**src/rtl/ecc_rf_pkg.sv**
```systemverilog
package ecc_rf_pkg;

    parameter int ADDR_W    = 32;
    parameter int DATA_W    = 32;
    parameter int GRAN_BITS = 16;
    parameter int NUM_WIN   = 2;
    parameter int BOUND_W   = ADDR_W - GRAN_BITS;

    parameter int MODE_MASTER_BIT = 31;
    parameter int MODE_REGION_BIT = 30;

    typedef struct packed {
        logic [BOUND_W-1:0] hi_page;
        logic [BOUND_W-1:0] lo_page;
    } win_reg_t;

    typedef struct packed {
        logic                    master_en;
        logic                    region_only;
        logic [NUM_WIN-1:0]      win_en;
        win_reg_t [NUM_WIN-1:0]  win;
    } reg_state_t;

    typedef struct packed {
        logic valid;
        logic flag;
    } decide_state_t;

endpackage

```
**src/rtl/ecc_rf_regs.sv**
```systemverilog
module ecc_rf_regs
    import ecc_rf_pkg::*;
#(
    parameter int P_NUM_WIN = NUM_WIN,
    parameter int P_DATA_W  = DATA_W,
    localparam int CFG_AW   = $clog2(P_NUM_WIN + 1)
) (
    input  logic                         clk,
    input  logic                         rst_n,
    input  logic                         wr_en,
    input  logic [CFG_AW-1:0]            addr,
    input  logic [P_DATA_W-1:0]          wdata,
    output logic [P_DATA_W-1:0]          rdata,
    output logic                         master_en,
    output logic                         region_only,
    output logic [P_NUM_WIN-1:0]         win_en,
    output win_reg_t [P_NUM_WIN-1:0]     win_cfg
);

    reg_state_t state_d, state_q;

    always_comb begin
        state_d = state_q;
        if (wr_en && addr == '0) begin
            state_d.master_en   = wdata[MODE_MASTER_BIT];
            state_d.region_only = wdata[MODE_REGION_BIT];
            state_d.win_en      = wdata[P_NUM_WIN-1:0];
        end
        for (int i = 0; i < P_NUM_WIN; i++) begin
            if (wr_en && addr == CFG_AW'(i + 1)) begin
                state_d.win[i] = wdata[2*BOUND_W-1:0];
            end
        end
    end

    always_ff @(posedge clk or negedge rst_n) begin
        if (!rst_n) state_q <= '0;
        else        state_q <= state_d;
    end

    always_comb begin
        rdata = '0;
        if (addr == '0) begin
            rdata[MODE_MASTER_BIT] = state_q.master_en;
            rdata[MODE_REGION_BIT] = state_q.region_only;
            rdata[P_NUM_WIN-1:0]   = state_q.win_en;
        end
        for (int i = 0; i < P_NUM_WIN; i++) begin
            if (addr == CFG_AW'(i + 1)) begin
                rdata[2*BOUND_W-1:0] = state_q.win[i];
            end
        end
    end

    assign master_en   = state_q.master_en;
    assign region_only = state_q.region_only;
    assign win_en      = state_q.win_en;
    assign win_cfg     = state_q.win;

endmodule

```
**src/rtl/ecc_rf_window.sv**
```systemverilog
module ecc_rf_window
    import ecc_rf_pkg::*;
(
    input  logic               en,
    input  win_reg_t           cfg,
    input  logic [BOUND_W-1:0] page,
    output logic               hit
);

    logic above_lo;
    logic below_hi;

    always_comb begin
        above_lo = (page >= cfg.lo_page);
        below_hi = (page <= cfg.hi_page);
        hit      = en && above_lo && below_hi;
    end

endmodule

```
**src/rtl/ecc_range_filter.sv**
```systemverilog
module ecc_range_filter
    import ecc_rf_pkg::*;
(
    input  logic        clk,
    input  logic        rst_n,
    input  logic        cfg_wr_en,
    input  logic [1:0]  cfg_addr,
    input  logic [31:0] cfg_wdata,
    output logic [31:0] cfg_rdata,
    input  logic        acc_valid,
    input  logic [31:0] acc_offset,
    output logic        prot_valid,
    output logic        prot_flag
);

    logic                    master_en;
    logic                    region_only;
    logic [NUM_WIN-1:0]      win_en;
    win_reg_t [NUM_WIN-1:0]  win_cfg;
    logic [NUM_WIN-1:0]      win_hit;
    logic [BOUND_W-1:0]      acc_page;

    decide_state_t dec_d, dec_q;

    ecc_rf_regs #(
        .P_NUM_WIN (NUM_WIN),
        .P_DATA_W  (DATA_W)
    ) u_regs (
        .clk         (clk),
        .rst_n       (rst_n),
        .wr_en       (cfg_wr_en),
        .addr        (cfg_addr),
        .wdata       (cfg_wdata),
        .rdata       (cfg_rdata),
        .master_en   (master_en),
        .region_only (region_only),
        .win_en      (win_en),
        .win_cfg     (win_cfg)
    );

    assign acc_page = acc_offset[ADDR_W-1:GRAN_BITS];

    for (genvar g = 0; g < NUM_WIN; g++) begin : g_win
        ecc_rf_window u_win (
            .en   (win_en[g]),
            .cfg  (win_cfg[g]),
            .page (acc_page),
            .hit  (win_hit[g])
        );
    end

    always_comb begin
        dec_d.valid = acc_valid;
        dec_d.flag  = acc_valid && master_en && (!region_only || (|win_hit));
    end

    always_ff @(posedge clk or negedge rst_n) begin
        if (!rst_n) dec_q <= '0;
        else        dec_q <= dec_d;
    end

    assign prot_valid = dec_q.valid;
    assign prot_flag  = dec_q.flag;

endmodule

```
**config.mk**
```make
export PLATFORM = sky130hd
export DESIGN_NAME = ecc_range_filter
export DESIGN_NICKNAME = d
export VERILOG_FILES = /design/src/rtl/ecc_rf_pkg.sv /design/src/rtl/ecc_rf_regs.sv /design/src/rtl/ecc_rf_window.sv /design/src/rtl/ecc_range_filter.sv
export SDC_FILE = /design/constraint.sdc
export NUM_CORES = 1
export LEC_CHECK = 0
export BUFFER_PORTS_ARGS = -buffer_cell sky130_fd_sc_hd__buf_2
export CORE_UTILIZATION = 59
export CTS_CLUSTER_DIAMETER = 120
export DETAILED_ROUTE_END_ITERATION = 16
export PLACE_DENSITY = 0.86
export SLEW_MARGIN = 40
export SYNTH_ARGS = -nofsm -noshare
export SYNTH_HDL_FRONTEND = slang
export SYNTH_SLANG_ARGS = --single-unit
```
**constraint.sdc**
```tcl
create_clock -name clk -period 4.65 [get_ports clk]
set_input_delay 0.93 -clock clk [delete_from_list [all_inputs] [get_ports clk]]
set_output_delay 0.93 -clock clk [all_outputs]
set_load 0.05 [all_outputs]
```
==> metrics.yaml <==
dr.pass1.iters: 4
synth_area_um2: 4534
ys.warnings.count: 0
setup_viol: 0
run_status: "completed"
synth.avg_cell_area_um2: 10.90
cts_buffers: 9
io_buffers: 87
leakage_nw: 2.788
first_global_vias: 3665
vias_per_cell: 5.850
clock_sinks: 70
area_growth_pct: 17.05
skew_ns: 0.005564
fin_crit_sh_pct: 74.83
wl_um: 10580
final_cell_mix: "buf_2 (86), dfrtp_1 (70), mux2_2 (66)"
clk_pin_slew_ns: 0.07
post-cts-setup-buffer-count: 0
ir_drop_mv: 0.2543
drc_errors: 0
min_path_type: "reg -> reg"
seq_area_frac_synth_pct: 38.63
clk_path_buf_depth: 2
arrival_ns: 2.55
coreArea_um2: 7331
fin_crit_ns: 3.480
setup_tns_ns: 0
cts.repair.resized: 0
n_antenna_cell: 0
syn_nets: 550
grt_overflow: 0
num_vias: 3557
hold_viol: 0
clk_latency_ns: 0.35
rsz0062_at_grt: "false"
postLayoutCoreUtil_pct: 72.40
synth_cell_types: 37
cts_tree: "done"
final_layout_size_suffix_gt1_share_pct: 34.97
die_w_um: 89.67
slew_headroom_pct: 50.78
cp-start-kind: "input port"
path_buf_inv: 3
synthCells: 416
fp-row-count: 31
gr-usage-all-layers_pct: 28.68
start_util_pct: 61.85
ant_nets: 0
cp_cell_sequence: "buf_2, nor2b_2, buf_4, a22o_1, buf_2"
fmax_ghz: 0.2874
mostFrequentLayoutCell: "buf_2"
crit_type: "in -> out"
grt_first_pass_wirelength_um: 17000
gp_congestion: 0.8736
htreeDepth: 3
slew_violations: 0
grt_max_degree: 47
cp_slowest_cell: "nor2b_2"
critPathTopFamily: "buffers and inverters"
max_stage_delay_ns: 0.58
power_density_nw_per_um2: 395.9
max_cap_viol_count: 0
nets: 638
critical_path_required_ns: 3.72
cts_root_buf: "clkbuf_8"
path_common_cell: "buf_2"
dieArea_um2: 8040
antenna_found_initial: 0
die_y_um: 89.67
worst_pin_slew_ns: 0.7365
wl_per_cell_um: 17.40
dr.first_iter.drc_count: 182
hold_buffers: 0
critPathCaptureType: "output port"
pin_count: 104
ys_ff_latch: 70
hpwl_um: 7782
worstPathMaxFanout: 17
## worst reg2reg max path, stage by stage (launching register included)
cell	delay, ns
dfrtp_1	0.37
inv_1	0.06
ha_1	0.31
nand4_1	0.12
o41ai_1	0.52
a221oi_1	0.19
o31a_1	0.30
o32ai_2	0.24
## path summary, 6_finish.rpt
kind	startpoint	to	slack [ns]	cells past startpoint
worst max-delay path	cfg_addr[1]	cfg_rdata[5]	1.17	5
worst min-delay path	u_regs.win_cfg[17]$_DFFE_PN0P_	u_regs.win_cfg[17]$_DFFE_PN0P_	0.54	1
worst max register to register	u_regs.win_cfg[39]$_DFFE_PN0P_	prot_flag$_DFF_PN0_	2.44	7
worst min register to register	u_regs.win_cfg[17]$_DFFE_PN0P_	u_regs.win_cfg[17]$_DFFE_PN0P_	0.54	1
max in group asynchronous	rst_n	u_regs.win_cfg[54]$_DFFE_PN0P_	3.31	2
min in group asynchronous	rst_n	u_regs.win_cfg[51]$_DFFE_PN0P_	0.58	1
## cell usage after synthesis
cell type  number  area share, %
nand3_1         6           0.66
o221ai_1        1           0.19
or3_1           1           0.14
clkbuf_1        3           0.25
a211oi_1        4           0.66
mux2_2         66             16
dfrtp_1        70             39
nand2b_1        2           0.28
mux2_1          1           0.25
o31a_1          1           0.19
a21boi_0        1           0.17
nor3b_1         1           0.17
mux2i_1         4           0.88
nor4_1          3           0.41
or4_1           1           0.17
o21ai_0         7           0.77
o41ai_1         1           0.19
and4_1          2           0.39
a2111oi_2       1           0.33
a22o_1         29            5.6
nor2b_1         4           0.55
a221oi_1        1           0.19
nor2_1          5           0.41
nand4_1        10            1.4
inv_1          62            5.1
o32ai_1         1           0.19
a21oi_1        19            2.1
nor3_1          1           0.11
a21o_1         11            1.8
nand2_1        16            1.3
o21a_1          1           0.17
o32ai_2         1           0.36
o211ai_1        2           0.33
o22ai_1         1           0.14
buf_2          11            1.2
ha_1           64             18
o2bb2ai_1       1           0.19
## per-layer routing
metal	global-route usage [%]	wire, um	up-vias
li1	-	-	1677
met1	36.84	4775	1756
met2	47.45	5110	104
met3	5.393	464	20
met4	12.55	228	0
met5	0	0	-
## cells by family after synthesis
logic type / synth area share (%)
AOI/OAI and AO/OA: 13.60
adders and majority gates: 17.66
buffers and inverters: 6.595
DFF: 38.63
muxes: 17.52
and+or+nand+nor: 5.988
## per-stage QoR
| stage | power (mW) | setup slack, ns | cell area [um^2] | std cells | hold slack, ns |
|---|---|---|---|---|---|
| after floorplan | 1.335 | 1.431 | 4534 | 416 | 0.4872 |
| after global placement | 1.508 | 1.174 | 5077 | 592 | 0.5159 |
| after global routing | 2.227 | 1.104 | 5308 | 608 | 0.5598 |
| after CTS | 2.104 | 1.204 | 5303 | 608 | 0.5407 |
| after detailed placement | 1.548 | 1.179 | 5080 | 592 | 0.5214 |
| final | 2.101 | 1.170 | 5308 | 608 | 0.5379 |
## where the power goes
part           switching, mW  total [mW]  leakage (nW)  internal [mW]
sequential            0.0929       0.816         0.830          0.723
combinational          0.429       0.735          1.85          0.306
clock                  0.236       0.550         0.108          0.314
## layout make-up
class	count	area, um^2
Multi-Input combinational cell	270	2496
Tap cell	99	123.9
Clock inverter	6	85.08
Sequential cell	70	1752
Fill cell	524	2023
Timing Repair Buffer	91	480.5
Inverter	62	232.7
Clock buffer	10	137.6
## registers in the layout, summed over array words and instances, names as in the netlist
name,count
u_regs.win_cfg,64
u_regs.master_en,1
prot_flag,1
u_regs.region_only,1
u_regs.win_en,2
prot_valid,1
No activity file was read; power rests on OpenSTA's default activity.
